$ cat src/rtl/stripe_pkg.sv
package stripe_pkg;
  localparam int BLK_W = 66;
  localparam int PAY_W = 64;
  localparam logic [1:0] SYNC_CTRL = 2'b10;
  localparam logic [7:0] MARK_TYPE = 8'hA5;

  function automatic logic [PAY_W-1:0] marker_payload(input int unsigned lane);
    logic [7:0] l;
    l = lane[7:0];
    return {MARK_TYPE, l, ~l, l, ~l, l, ~l, l};
  endfunction
endpackage

$ cat src/rtl/stripe_sequencer.sv
module stripe_sequencer #(
  parameter int LANES  = 20,
  parameter int PERIOD = 16384,
  localparam int LANE_W = $clog2(LANES),
  localparam int ROT_W  = $clog2(PERIOD)
) (
  input  logic              clk,
  input  logic              rst,
  input  logic              advance,
  output logic [LANE_W-1:0] slot,
  output logic              marker_phase
);
  logic [ROT_W-1:0] rot;

  always_ff @(posedge clk) begin
    if (rst) begin
      slot <= '0;
      rot  <= '0;
    end else if (advance) begin
      if (slot == LANE_W'(LANES - 1)) begin
        slot <= '0;
        rot  <= (rot == ROT_W'(PERIOD - 1)) ? '0 : rot + 1'b1;
      end else begin
        slot <= slot + 1'b1;
      end
    end
  end

  assign marker_phase = (rot == '0);
endmodule

$ cat src/rtl/stripe_marker_gen.sv
module stripe_marker_gen #(
  parameter int LANES = 20,
  localparam int LANE_W = $clog2(LANES)
) (
  input  logic [LANE_W-1:0]               sel,
  output logic [stripe_pkg::BLK_W-1:0]    marker
);
  import stripe_pkg::*;

  logic [PAY_W-1:0] table_q [LANES];

  for (genvar g = 0; g < LANES; g++) begin : g_lane
    assign table_q[g] = marker_payload(g);
  end

  always_comb begin
    marker = {SYNC_CTRL, PAY_W'(0)};
    for (int i = 0; i < LANES; i++) begin
      if (sel == LANE_W'(i)) marker = {SYNC_CTRL, table_q[i]};
    end
  end
endmodule

$ cat src/rtl/lane_stripe_marker.sv
module lane_stripe_marker #(
  parameter int LANES       = 20,
  parameter int MARK_PERIOD = 16384,
  localparam int LANE_W = $clog2(LANES)
) (
  input  logic                         clk,
  input  logic                         rst,
  input  logic                         in_valid,
  input  logic [stripe_pkg::BLK_W-1:0] in_block,
  output logic                         in_ready,
  output logic                         out_valid,
  output logic [LANE_W-1:0]            out_lane,
  output logic [stripe_pkg::BLK_W-1:0] out_block
);
  import stripe_pkg::*;

  logic [LANE_W-1:0] slot;
  logic              marker_phase;
  logic              advance;
  logic [BLK_W-1:0]  marker;

  assign in_ready = !marker_phase;
  assign advance  = marker_phase || in_valid;

  stripe_sequencer #(.LANES(LANES), .PERIOD(MARK_PERIOD)) u_seq (
    .clk(clk), .rst(rst), .advance(advance),
    .slot(slot), .marker_phase(marker_phase)
  );

  stripe_marker_gen #(.LANES(LANES)) u_mark (
    .sel(slot), .marker(marker)
  );

  always_ff @(posedge clk) begin
    if (rst) begin
      out_valid <= 1'b0;
      out_lane  <= '0;
      out_block <= '0;
    end else begin
      out_valid <= advance;
      if (advance) begin
        out_lane  <= slot;
        out_block <= marker_phase ? marker : in_block;
      end
    end
  end
endmodule

$ cat config.mk
export PLATFORM = sky130hd
export DESIGN_NAME = lane_stripe_marker
export DESIGN_NICKNAME = d
export VERILOG_FILES = /design/src/rtl/stripe_pkg.sv /design/src/rtl/stripe_sequencer.sv /design/src/rtl/stripe_marker_gen.sv /design/src/rtl/lane_stripe_marker.sv
export SDC_FILE = /design/constraint.sdc
export NUM_CORES = 1
export LEC_CHECK = 0
export BUFFER_PORTS_ARGS = -buffer_cell sky130_fd_sc_hd__clkbuf_2
export CELL_PAD_IN_SITES_DETAIL_PLACEMENT = 1
export CELL_PAD_IN_SITES_GLOBAL_PLACEMENT = 1
export CORE_AREA = 2 2 140 88
export DETAILED_ROUTE_END_ITERATION = 6
export DIE_AREA = 0 0 142 90
export PLACE_DENSITY = 0.85
export SLEW_MARGIN = 20
export SYNTH_ARGS = -nofsm -noshare
export SYNTH_HDL_FRONTEND = slang
export SYNTH_SLANG_ARGS = --single-unit
$ cat constraint.sdc
create_clock -name clk -period 2.7 [get_ports clk]
set_clock_uncertainty 0.05 [all_clocks]
set_input_delay 0.135 -clock clk [delete_from_list [all_inputs] [get_ports clk]]
set_output_delay 0.135 -clock clk [all_outputs]
set_load 0.01 [all_outputs]
# Word-level counts from Yosys, hierarchy flattened
# Index checks and enable logic that the tools add are counted.
[word_totals]
reg_bits = 91
inputBits = 69
out_inout_bits = 73
wordCells = 55
[classes]
addsub = 2
n_eq_ne = 20
mux = 23
n_reduce_logical = 5
[ops]
columns = ["operator", "n"]
rows = [
  ["64-bit 2-to-1 mux", 20],
  ["66-bit 2-to-1 mux", 1],
  ["5-bit by 4-bit == test with 1-bit output (second input constant)", 8],
  ["5-bit by 3-bit == test with 1-bit output (second input constant)", 4],
  ["5-bit == test (second input constant)", 4],
  ["14-bit by 1-bit adder with 14-bit output (second input constant)", 1],
  ["14-bit == test (second input constant)", 1],
  ["14-bit logical NOT", 1],
  ["14-bit 2-to-1 mux", 1],
  ["5-bit by 2-bit == test with 1-bit output (second input constant)", 2],
  ["5-bit by 1-bit adder with 5-bit output (second input constant)", 1],
  ["5-bit by 1-bit == test with 1-bit output (second input constant)", 1],
  ["5-bit logical NOT", 1],
  ["5-bit 2-to-1 mux", 1],
  ["2-bit AND reduction", 1],
  ["1-bit logical NOT", 1],
  ["1-bit logical OR", 1],
]

# Logic depth before layout (Yosys ltp)
[depth]
word_depth = 22
depth_mapped = 9
mapped_depth_nobuf = 7

# By module
# Synthesis repeated with hierarchy kept, for this count alone.
[unflattened]
hier_cells = 502
area_unflattened_um2 = 4780.8
[modules_own_cells]
columns = ["mod", "n_inst", "cells_each", "area_each_um2"]
rows = [
  ["lane_stripe_marker", 1, 320, 3337.0],
  ["stripe_sequencer", 1, 113, 945.9],
  ["stripe_marker_gen", 1, 69, 498.0],
]

# Worst setup path after synthesis
# Ideal clock, no wire load.
[synth_path]
path_kind = "register to register"
start = "register u_seq.rot[0]"
end = "register u_seq.rot[12]"
t_arrival_ps = 2238
t_required_ps = 2527
slack_ps = 289
path_stages_with_launch = 8
path_buffers = 1
period_less_slack_ps = 2411
cell_sequence = "dfxtp_1 inv_1 ha_1 or4b_4 o41a_4 buf_6 nor4_2 mux2_1"
[synth_via]
elab_chain_len = 3
[synth_lines]
columns = ["item", "line", "source"]
rows = [
  ["start, declared", "stripe_sequencer.sv:13", "logic [ROT_W-1:0] rot;"],
  ["start signal, assigned", "stripe_sequencer.sv:22", "rot <= (rot == ROT_W'(PERIOD - 1)) ? '0 : rot + 1'b1;"],
  ["branches (longest 3 deep; another with 14-bit by 1-bit adder with 14-bit output)", "-", ""],
]
# Several ways; the timed one is not identified.
# A chain may end at the register's enable or synchronous reset.

# Worst setup path in the final report
[layout_path]
start = "register u_seq.rot[1]"
end = "register u_seq.rot[9]"
# Same word-level chain as after synthesis.

==> run summary <==
Num Clock Sinks - 91
Syn Nets - 539
Sequential-to-total area share from yosys stat - 0.438
Crit path DAT - 2800 ps
Die Span X - 142 um
Max cap viols - 0
Post-synth EDFFs - 0
Core ar. - 0.0116 sq mm
Final net count - 699
Via Count - 4270
Asr flop ratio synth - 0
Initial antenna violation count - 0
RSZ-0062 raised after global routing - no
Least-Margin Pin Slew - 748 ps
CTS tree - built
Register bit total from synthesis - 91
Share of layout cells above drive strength 1 - 0.307
Mapped cell area - 0.00416 sq mm
Row count - 31
Max-Slew Margin vs Limit - 0.496
Buf+Inv Stages, Crit Path - 1
Max Clk Rate - 388 MHz
Crit Path Class - reg -> reg
Final HPWL DP - 9620 um
Core Util, Final - 0.489
Number of global-route vias before repair - 4553
Largest net degree at the start of global routing - 44
Status - completed
CTS H-tree lvls - 3
Initial Util - 0.359
Critical Path Start Type - register
Die Height - 90 um
Detail Route Antenna Nets - 0
Crit path top cell by count - or4b_4
FILL cells - 1371
GRT Resource Usage Total - 0.229
Final min period - 2580 ps
CP cell instances - inv_1, ha_1, or4b_4, o41a_4, or4b_4, a21oi_1
Ports - 142
Hold Slack - 0.830 ps
Max stage delay on crit path - 620 ps
DR vias/cell - 5.50
Clk buf depth - 2
Pwr dens - 568 mW/mm^2
Setup TNS - 0 ps
Main flop type after synthesis - dfxtp_1
Total die area - 0.0128 sq mm
Mapped Cells - 463
Synthesis-to-finish area growth - 36.3%
Slew Limit Fails - 0
First-pass GRT wire length - 23500 um
Critical Path End Type - register
Crit-path max FO - 35
Worst VDD drop - 0.306 mV
YS warnings - 0
PortBufs - 141
Syn_area_per_cell - 8.99 sq um
Post-route DRC - 0
Worst Path Required - 2930 ps
Postcts setup bufs - 0
# placed instances - 731
Period utilisation layout - 0.955
CP top delay family - simple AND/OR/NAND/NOR gates
Final setup violation count - 0
P_leak - 2.45 nW
DRT Wirelength - 14400 um
Final std cells w/o fill - 776
Initial DRT Pass Iterations - 5
DR WL/cell - 18.6 um
Distinct cells, synth - 62
Final hold vios - 0
Total power - 3.22 mW
Worst min-delay path class - in -> reg
Number of DRC markers in iteration 0 - 282
Placer Congestion - 0.845
Gr ovfl total - 0
Clock latency on the worst-skew pair - 350 ps
ANT cells - 0
Root buf cell - clkbuf_16
Max stage delay cell, worst path - o41a_4
Inserted Clock Buffers - 9
Worst-path clk slew - 70 ps
[worst min-delay path: stages]
cell and delay, ps:
clkbuf_2 80, mux2i_1 60, nor2_1 80
[state kept, by name, indices dropped and copies added (netlist names)]
| register | cells |
|---|---|
| out_block | 66 |
| out_lane | 5 |
| out_valid | 1 |
| u_seq.rot | 14 |
| u_seq.slot | 5 |
[kinds of logic (layout without fill, tap and decap cells)]
kind of cell    after synthesis  after routing  synth area share
mux                          39             39            0.0944
buf+inv                      50            215            0.0490
simple gates                122            122             0.159
compound gates              153            153             0.236
xor+xnor                      1              1           0.00211
fa+ha+maj                     7              7            0.0211
flops                        91             91             0.438
[Yosys cell counts, types with 5 or more instances]
library cell,count,area share
nand2_1,33,0.030
o31ai_1,6,0.011
or4_1,7,0.013
ha_1,7,0.021
nand2b_1,8,0.012
a221oi_1,11,0.023
clkbuf_1,27,0.024
nand3_1,13,0.016
dfxtp_1,91,0.44
nor2_1,29,0.026
o21ai_0,45,0.054
or3_1,5,0.0075
mux2i_1,37,0.089
inv_1,13,0.012
a21oi_1,60,0.072
[per-stage QoR]
step           setup WS (ps)  instance area (sq um)
3_3_place_gp             194                   5040
2_1_floorplan            289                   4160
3_5_place_dp             136                   5040
4_1_cts                  115                   5660
5_1_grt                 35.2                   5670
6_report                 121                   5670
[cells in the final DEF (no fill, tap or decap), types with 7 or more instances in the layout]
cell type and instances:
mux2i_1 37, dfxtp_1 91, nand2_1 33, dlygate4sd3_1 29
clkbuf_16 9, inv_1 12, a21oi_1 60, ha_1 7
nand2b_1 8, nand3_1 13, clkbuf_2 141, o21ai_0 45
a221oi_1 11, nor2_1 29, buf_4 14
[worst paths after layout]
| kind | end | slack [ps] | depth (start not counted) | start |
|---|---|---|---|---|
| worst max-delay path | u_seq.rot[9]$_SDFFE_PP0P_ | 120 | 6 | u_seq.rot[1]$_SDFFE_PP0P_ |
| worst min-delay path | out_block[57]$_SDFFE_PP0N_ | 0.8 | 3 | in_block[57] |
| worst max register to register | u_seq.rot[9]$_SDFFE_PP0P_ | 120 | 6 | u_seq.rot[1]$_SDFFE_PP0P_ |
| worst min register to register | out_lane[1]$_SDFFE_PP0N_ | 410 | 2 | out_lane[1]$_SDFFE_PP0N_ |
[where the power goes]
part	total, mW	switching, mW	internal (mW)
Combinational	0.368	0.193	0.175
Sequential	1.43	0.0366	1.40
Clock	1.42	0.573	0.847
Total	3.22	0.802	2.42
[routing by layer]
layer  up-vias  share of wire  track usage
li1       2023              -            -
met1      2069           0.43        0.278
met2       152           0.47        0.388
met3        26          0.074       0.0730
met4         0          0.020       0.0683
met5         -              0            0
[what timing repair did]
| item | in CTS | in global routing |
|---|---|---|
| endpoints found under the setup margin | 0 | 3 |
| gates resized for setup | 0 | 5 |
| endpoints found under the hold margin | 29 | 0 |
| hold buffers | 29 | 0 |
[layout make-up]
class | count | area [sq um] | share of cell area
Clock buffer | 10 | 239 | 0.0422
Clock inverter | 6 | 93.8 | 0.0166
Inverter | 14 | 55.1 | 0.00971
Multi-Input combinational cell | 322 | 2150 | 0.380
Sequential cell | 91 | 1820 | 0.321
Tap cell | 148 | 185 | 0.0327
Timing Repair Buffer | 185 | 1120 | 0.198
(Power assumes the default switching activity.)
